## src/rtl/lbp_pkg.sv

```systemverilog
package lbp_pkg;
   localparam int PARCEL_W = 16;
   localparam int CLASS_BITS = 2;
   localparam logic [CLASS_BITS-1:0] WIDE_CODE = 2'b11;
endpackage

```

## src/rtl/lbp_classify.sv

```systemverilog
module lbp_classify
   import lbp_pkg::*;
#(
   parameter int NPAR = 32
) (
   input  logic [NPAR*PARCEL_W-1:0] line_i,
   output logic [NPAR-1:0]          wide_o
);
   for (genvar i = 0; i < NPAR; i++) begin : g_par
      assign wide_o[i] = (line_i[i*PARCEL_W +: CLASS_BITS] == WIDE_CODE);
   end
endmodule

```

## src/rtl/lbp_scan.sv

```systemverilog
module lbp_scan #(
   parameter int NPAR       = 32,
   parameter bit SCAN_SPLIT = 1'b0
) (
   input  logic [NPAR-1:0] wide_i,
   output logic [NPAR-1:0] start_o,
   output logic [NPAR-1:0] len_o,
   output logic            fault_o
);
   localparam int HALF = NPAR / 2;

   if (!SCAN_SPLIT) begin : g_ripple
      always_comb begin
         logic run;
         run = 1'b1;
         for (int i = 0; i < NPAR; i++) begin
            start_o[i] = run;
            run = ~(run & wide_i[i]);
         end
      end
   end else begin : g_split
      logic [HALF-1:0] lo_st, hi_st1, hi_st0;
      logic            lo_out;
      always_comb begin
         logic r;
         r = 1'b1;
         for (int i = 0; i < HALF; i++) begin
            lo_st[i] = r;
            r = ~(r & wide_i[i]);
         end
         lo_out = r;
      end
      always_comb begin
         logic r1, r0;
         r1 = 1'b1;
         r0 = 1'b0;
         for (int i = 0; i < HALF; i++) begin
            hi_st1[i] = r1;
            hi_st0[i] = r0;
            r1 = ~(r1 & wide_i[HALF+i]);
            r0 = ~(r0 & wide_i[HALF+i]);
         end
      end
      assign start_o = {(lo_out ? hi_st1 : hi_st0), lo_st};
   end

   assign len_o   = start_o & wide_i;
   assign fault_o = len_o[NPAR-1];
endmodule

```

## src/rtl/lbp_target.sv

```systemverilog
module lbp_target #(
   parameter int NPAR = 32,
   localparam int IW = $clog2(NPAR)
) (
   input  logic [IW-1:0]   idx_i,
   input  logic [NPAR-1:0] mask_i,
   output logic            misaligned_o
);
   assign misaligned_o = ~mask_i[idx_i];
endmodule

```

## src/rtl/lbp_predecoder.sv

```systemverilog
module lbp_predecoder
   import lbp_pkg::*;
#(
   parameter int LINE_BYTES = 64,
   parameter bit SCAN_SPLIT = 1'b0,
   localparam int NPAR = LINE_BYTES * 8 / PARCEL_W,
   localparam int IW   = $clog2(NPAR)
) (
   input  logic                     clk,
   input  logic                     rst_n,
   input  logic                     fill_valid_i,
   input  logic [LINE_BYTES*8-1:0]  fill_line_i,
   output logic [NPAR-1:0]          start_mask_o,
   output logic [NPAR-1:0]          len_mask_o,
   output logic                     cross_fault_o,
   input  logic [IW-1:0]            tgt_idx_i,
   input  logic [NPAR-1:0]          tgt_mask_i,
   output logic                     tgt_misaligned_o
);
   if (LINE_BYTES < 4 || (LINE_BYTES & (LINE_BYTES - 1)) != 0) begin : g_bad_line
      $error("LINE_BYTES must be a power of two of at least 4");
   end

   logic [NPAR-1:0] wide_w, start_w, len_w;
   logic            fault_w;
   logic [NPAR-1:0] start_q, len_q;
   logic            fault_q;

   lbp_classify #(.NPAR(NPAR)) u_classify (
      .line_i (fill_line_i),
      .wide_o (wide_w)
   );

   lbp_scan #(.NPAR(NPAR), .SCAN_SPLIT(SCAN_SPLIT)) u_scan (
      .wide_i  (wide_w),
      .start_o (start_w),
      .len_o   (len_w),
      .fault_o (fault_w)
   );

   always_ff @(posedge clk or negedge rst_n) begin
      if (!rst_n) begin
         start_q <= '0;
         len_q   <= '0;
         fault_q <= 1'b0;
      end else if (fill_valid_i) begin
         start_q <= start_w;
         len_q   <= len_w;
         fault_q <= fault_w;
      end
   end

   assign start_mask_o  = start_q;
   assign len_mask_o    = len_q;
   assign cross_fault_o = fault_q;

   lbp_target #(.NPAR(NPAR)) u_target (
      .idx_i        (tgt_idx_i),
      .mask_i       (tgt_mask_i),
      .misaligned_o (tgt_misaligned_o)
   );

   logic [NPAR-1:0] cont_w;
   assign cont_w = (start_q & len_q) << 1;

   a_r2_hold: assert property (@(posedge clk) disable iff (!rst_n)
      !$past(fill_valid_i) |-> ($stable(start_q) && $stable(len_q) && $stable(fault_q)));
   a_r3_first_start: assert property (@(posedge clk) disable iff (!rst_n)
      $past(fill_valid_i) |-> start_q[0]);
   a_r5_no_start_inside: assert property (@(posedge clk) disable iff (!rst_n)
      (cont_w & start_q) == '0);
   a_r5_full_cover: assert property (@(posedge clk) disable iff (!rst_n)
      $past(fill_valid_i) |-> ((cont_w | start_q) == '1));
   a_r6_len_on_start: assert property (@(posedge clk) disable iff (!rst_n)
      (len_q & ~start_q) == '0);
   a_r7_fault_at_end: assert property (@(posedge clk) disable iff (!rst_n)
      cross_fault_o |-> (start_q[NPAR-1] && len_q[NPAR-1]));
endmodule

```

## config.mk

```make
export PLATFORM = sky130hd
export DESIGN_NAME = lbp_predecoder
export DESIGN_NICKNAME = d
export VERILOG_FILES = /design/src/rtl/lbp_pkg.sv /design/src/rtl/lbp_classify.sv /design/src/rtl/lbp_scan.sv /design/src/rtl/lbp_target.sv /design/src/rtl/lbp_predecoder.sv
export SDC_FILE = /design/constraint.sdc
export NUM_CORES = 1
export LEC_CHECK = 0
export ABC_AREA = 1
export CAP_MARGIN = 30
export CORE_AREA = 2 2 238 240
export DETAILED_ROUTE_END_ITERATION = 10
export DIE_AREA = 0 0 240 242
export HOLD_SLACK_MARGIN = 0.06
export SLEW_MARGIN = 20
export SYNTH_ARGS = -nofsm -noshare
export SYNTH_HDL_FRONTEND = slang
export SYNTH_HIERARCHICAL = 1
export SYNTH_SLANG_ARGS = --single-unit
```

## constraint.sdc

```tcl
create_clock -name clk -period 1.8 [get_ports clk]
set_input_delay 0.54 -clock clk [delete_from_list [all_inputs] [get_ports clk]]
set_output_delay 0.54 -clock clk [all_outputs]
set_load 0.005 [all_outputs]
```

==> results of run 1 <==
[power by group through the flow]
stage               clock, mW  sequential [mW]  combinational [mW]
finish                   2.00             1.66                1.07
global route             2.14             1.67                1.18
global placement            0             1.68                1.03
CTS                      2.06             1.66                1.08
floorplan                   0             1.69               0.363
detailed placement          0             1.68                1.04
[critical path, delay by kind of cell]
kind / cells / cell delay, ps
buf+inv: 2 / 570
simple gates: 26 / 1660
compound gates: 1 / 120
[area by class of cell]
cell class                      count  area, sq um  area share
Timing Repair inverter              1         11.3     0.00160
Timing Repair Buffer              233         2190       0.313
Clock buffer                        9          225      0.0321
Inverter                           74          295      0.0421
Clock inverter                      7          103      0.0146
Tap cell                          756          946       0.135
Sequential cell                    65         1630       0.232
Multi-Input combinational cell    325         1620       0.230
[final timing paths]
kind	start	to	cells after the start	slack, ps
min in group clk	len_mask_o[2]	len_mask_o[2]	2	470
min	rst_n	len_mask_o[21]	1	80
max	fill_line_i[112]	cross_fault_o	29	-810
max reg2reg	len_mask_o[10]	len_mask_o[10]	2	1150
min reg2reg	len_mask_o[2]	len_mask_o[2]	2	470
max in group asynchronous	rst_n	start_mask_o[3]	2	1220
[per-layer routing]
layer / part of all wire / GRT usage / vias up
li1: - / - / 1847
met1: 0.42 / 0.0573 / 1676
met2: 0.51 / 0.0870 / 128
met3: 0.053 / 0.0105 / 13
met4: 0.013 / 0.0133 / 0
met5: 0 / 0 / -
[synthesized netlist by cell type]
cell / instances
dfrtp_1: 65
nand2_2: 1
nand3_1: 27
a21oi_2: 1
inv_2: 4
buf_2: 8
buf_4: 5
inv_1: 69
inv_4: 1
nand2_1: 266
buf_6: 8
nand2_4: 29
conb_1: 1
[logic make-up (layout without fill, tap and decap cells)]
logic type	count (synthesis)	count (layout)	synth area share
simple gates	323	323	0.413
compound gates	1	1	0.00247
buf+inv	95	324	0.126
flops	65	65	0.458
other cells	1	1	0.00106
[sequential cells by signal (all words and copies together) (netlist names)]
signal,cells
len_mask_o,32
start_mask_o,32
cross_fault_o,1
[what timing repair did]
item                       CTS  global route
setup endpoints to repair   62            61
cloned                       2             0
pin swaps                   95            51
gates resized for setup    125            65
setup buffers               38            11
[stage by stage]
stage	instance area, sq um	power (mW)
floorplan	3560	2.05
global placement	6230	2.72
detailed placement	6230	2.73
CTS	6850	4.81
global route	7020	4.99
finish	7020	4.73
==> flow_metrics.py, run 1 <==
metrics = {
    "status": {
        "outcome": "finished, violations left",
        "violations": "negative setup slack",
    },
    "die": {
        "die_area_sq_um": 58100,
        "core_area_sq_um": 55700,
        "die_h_microns": 242,
        "die_width_microns": 240,
        "rows": 87,
        "start_util": 0.0638,
        "ioPinCount": 618,
    },
    "place": {
        "gp_congestion": 0.744,
        "pre_cts_slack_ps": -1760,
        "dp.final_hpwl_mm": 10.9,
        "dp.cells": 1415,
        "io_buffers": 169,
    },
    "grt": {
        "grt_pass1_vias": 3723,
        "grt_pass1_wl_mm": 21.1,
        "grt_remaining_overflow": 0,
        "antenna_found_initial": 1,
        "grt_max_degree": 44,
        "grt_use_total": 0.0484,
    },
    "setup_path": {
        "crit_fanout": 4,
        "worst_ep_arrival_time_ps": 2890,
        "end_kind": "flip-flop",
        "critPathLaunchType": "primary input",
        "slowest_stage": "clkdlybuf4s50_1",
        "critPathRequiredTime_ps": 2080,
        "slowest_delay_ps": 450,
        "cp_common_cell": "nand2_4",
        "criticalPathCategory": "primary input to flip-flop",
    },
    "finish": {
        "finalNonFillerCells": 1470,
        "syn2layout_area_growth_pct": 97.5,
        "final_nets": 1261,
        "mostFrequentLayoutCells": "nand2_1, clkdlybuf4s50_1, dfrtp_1",
        "diodes": 0,
        "layout_commonest_cell": "nand2_1",
        "drive_above_1_share": 0.246,
        "final_core_util": 0.126,
        "num-fill-cells": 6484,
    },
    "synth": {
        "seq_area_frac_synth": 0.458,
        "ys_types": 13,
        "ys_ff_latch": 65,
        "synth_top_cell_by_area": "dfrtp_1",
        "yosys_warnings": 6,
        "synth_nets": 1037,
        "synth_cells": 485,
        "synth_top_area_frac": 0.458,
        "avgSynthCellArea_sq_um": 7.33,
        "synthTopCellsByArea": "dfrtp_1, nand2_1, nand2_4, inv_1, nand3_1",
        "syn_area_sq_um": 3550,
    },
    "timing": {
        "drv_slew": 0,
        "fin_ws_ps": -814,
        "fin_crit_ps": 2610,
        "finalHoldViolCount": 0,
        "hold_slack_ps": 77.8,
        "tns_ps": -15230,
        "clock_skew_ps": 0,
        "period_share": 1.45,
        "rsz0062_at_grt": "yes",
        "finalSetupViolCount": 31,
        "max_freq_ghz": 0.383,
    },
    "clocking": {
        "cts_tree": "done",
        "clockBufferDepth": 2,
        "cts_root_buf": "clkbuf_16",
        "cts.sinks": 65,
        "insertion_delay_ps": 330,
        "path_clk_slew_ps": 60,
        "htreeDepth": 3,
        "ctsHoldBuffers": 0,
        "numCtsBuffers": 9,
    },
    "route": {
        "vias_per_cell": 2.49,
        "first_pass_iters": 4,
        "ant_nets": 0,
        "vias": 3664,
        "wirelength_mm": 14.2,
        "routedWlPerCell_microns": 9.66,
        "drc_errors": 0,
        "drtIter0Drc": 126,
    },
    "power_and_ir_drop": {
        "p_comb_frac": 0.227,
        "swShare": 0.283,
        "ir_drop_uv": 382,
        "internal_power_mw": 3.40,
        "power_frac_seq": 0.350,
        "p_leak_nw": 3.84,
        "cellPowerDensity_nw_per_um2": 675,
        "clkPwrFrac": 0.423,
        "switchingPower_mw": 1.34,
    },
    "worst_hold_path": {
        "worstHoldPathType": "primary input to asynchronous set/reset pin",
    },
    "run": {
        "drv_cap": 0,
    },
}
No activity file was read; power rests on OpenSTA's default activity.
==> run 2, diff against run 1 <==
--- a/config.mk
+++ b/config.mk
@@ -6,10 +6,12 @@
 export NUM_CORES = 1
 export LEC_CHECK = 0
 export ABC_AREA = 1
+export ABC_CLOCK_PERIOD_IN_PS = 1800
 export CAP_MARGIN = 30
 export CORE_AREA = 2 2 238 240
 export DETAILED_ROUTE_END_ITERATION = 10
 export DIE_AREA = 0 0 240 242
+export GPL_TIMING_DRIVEN = 0
 export HOLD_SLACK_MARGIN = 0.06
 export SLEW_MARGIN = 20
 export SYNTH_ARGS = -nofsm -noshare
==> flow_metrics.py, run 2 (synthesis results as in run 1) <==
metrics = {
    "finish": {
        "syn2layout_area_growth_pct": 98.7,
        "final_nets": 1260,
        "layout_commonest_cell": "nand2_1",
        "diodes": 0,
        "num-fill-cells": 6489,
        "final_core_util": 0.127,
        "multi_input_area_sq_um": 1690,
        "regArea_sq_um": 1630,
        "drive_above_1_share": 0.278,
        "mostFrequentLayoutCells": "nand2_1, clkdlybuf4s50_1, dfrtp_1",
    },
    "setup_path": {
        "end_kind": "flip-flop",
        "critPathLaunchType": "primary input",
        "slowest_stage": "a21oi_4",
        "criticalPathCategory": "primary input to flip-flop",
        "cp_common_cell": "nand2_4",
        "crit_fanout": 3,
        "rrSetupSlack_ps": 1070,
        "worst_ep_arrival_time_ps": 3020,
        "slowest_delay_ps": 170,
        "critPathRequiredTime_ps": 2070,
    },
    "place": {
        "io_buffers": 167,
        "pre_cts_slack_ps": -2130,
        "gp_congestion": 0.737,
        "dp.final_hpwl_mm": 12.1,
    },
    "timing": {
        "max_freq_ghz": 0.363,
        "drv_slew": 0,
        "rsz0062_at_grt": "yes",
        "clock_skew_ps": 0,
        "finalSetupViolCount": 32,
        "period_share": 1.53,
        "finalHoldViolCount": 0,
        "fin_crit_ps": 2750,
        "fin_ws_ps": -951,
    },
    "status": {
        "violations": "negative setup slack",
        "outcome": "finished, violations left",
    },
    "grt": {
        "grt_pass1_wl_mm": 22.6,
        "grt_max_degree": 48,
        "grt_use_total": 0.0534,
        "antenna_found_initial": 2,
        "grt_pass1_vias": 3733,
        "grt_remaining_overflow": 0,
    },
    "run": {
        "drv_cap": 0,
    },
    "power_and_ir_drop": {
        "p_leak_nw": 3.78,
        "cellPowerDensity_nw_per_um2": 653,
        "ir_drop_uv": 352,
        "power_mw": 4.61,
    },
    "route": {
        "vias": 3714,
        "drc_errors": 0,
        "routedWlPerCell_microns": 10.8,
        "ant_nets": 0,
        "first_pass_iters": 4,
        "drtIter0Drc": 126,
        "vias_per_cell": 2.53,
        "wirelength_mm": 15.9,
    },
    "die": {
        "die_area_sq_um": 58100,
        "die_width_microns": 240,
        "die_h_microns": 242,
        "start_util": 0.0638,
        "core_area_sq_um": 55700,
        "rows": 87,
        "ioPinCount": 618,
    },
    "clocking": {
        "clockBufferDepth": 2,
        "numCtsBuffers": 9,
        "insertion_delay_ps": 330,
        "cts_tree": "done",
        "path_clk_slew_ps": 60,
        "cts.sinks": 65,
        "htreeDepth": 3,
        "ctsHoldBuffers": 0,
        "cts_root_buf": "clkbuf_16",
    },
    "worst_hold_path": {
        "worstHoldPathType": "primary input to asynchronous set/reset pin",
    },
}
[run 2: cell types whose count changed in the layout (fill, tap and decap cells not counted), moves of 5 or more]
cell             previous run  this run
buf_4                      57        45
nand2_1                   244       233
nand2_2                    19        29
nand3_2                    11        20
clkdlybuf4s50_1            78        84
buf_2                       6        11
buf_6                       8        15
nand3_1                    16         7
dlymetal6s2s_1             27        17
[run 2: report_power, final]
group	leakage [nW]	internal [mW]	switching, mW
clock network	0.151	1.09	0.747
registers	0.798	1.58	0.0705
logic	2.83	0.594	0.531
[run 2: final cells by class]
class                           instances  area share
Timing Repair Buffer                  212       0.283
Multi-Input combinational cell        325       0.240
Sequential cell                        65       0.230
Tap cell                              756       0.134
Inverter                               74      0.0425
Clock buffer                            9      0.0319
Buffer                                 21      0.0282
Clock inverter                          7      0.0106
[run 2: worst paths after layout]
path | start | to | cells past startpoint
max | fill_line_i[0] | len_mask_o[31] | 37
min | rst_n | start_mask_o[24] | 1
max reg2reg | len_mask_o[16] | len_mask_o[16] | 3
min reg2reg | len_mask_o[31] | len_mask_o[31] | 2
max in group asynchronous | rst_n | start_mask_o[30] | 2
min in group clk | len_mask_o[31] | len_mask_o[31] | 2
[run 2: routing by layer]
layer | track usage | up-vias | wire length [microns] | share of wire
met5 | 0 | - | 16 | 0.0010
met2 | 0.0913 | 139 | 7680 | 0.48
met4 | 0.0190 | 2 | 431 | 0.027
met1 | 0.0641 | 1703 | 6790 | 0.43
li1 | - | 1845 | - | -
met3 | 0.0140 | 25 | 1020 | 0.064
[run 2: stage by stage]
stage               hold WS [ps]  instance area, sq um  cells  TNS, ps
floorplan                    244                  3560    485   -15690
detailed placement           457                  6200   1409   -55080
global placement             456                  6180   1408  -203260
CTS                         89.3                  6790   1457   -19270
global route                 100                  7060   1469   -19710
finish                       103                  7060   1469   -16030
[run 2: repair_timing]
action                                  in CTS  in global routing
setup buffers                               31                 20
endpoints found under the setup margin      64                 53
gates cloned                                 1                  0
endpoints found under the hold margin        0                  0
resized for setup                          139                 66
pin swaps                                   80                 69
[run 2: critical path: cells and delay by family]
family,cells,cell delay (ps)
AND/OR/NAND/NOR,32,1970
buffers and inverters,4,310
AO/OA/AOI/OAI,1,170
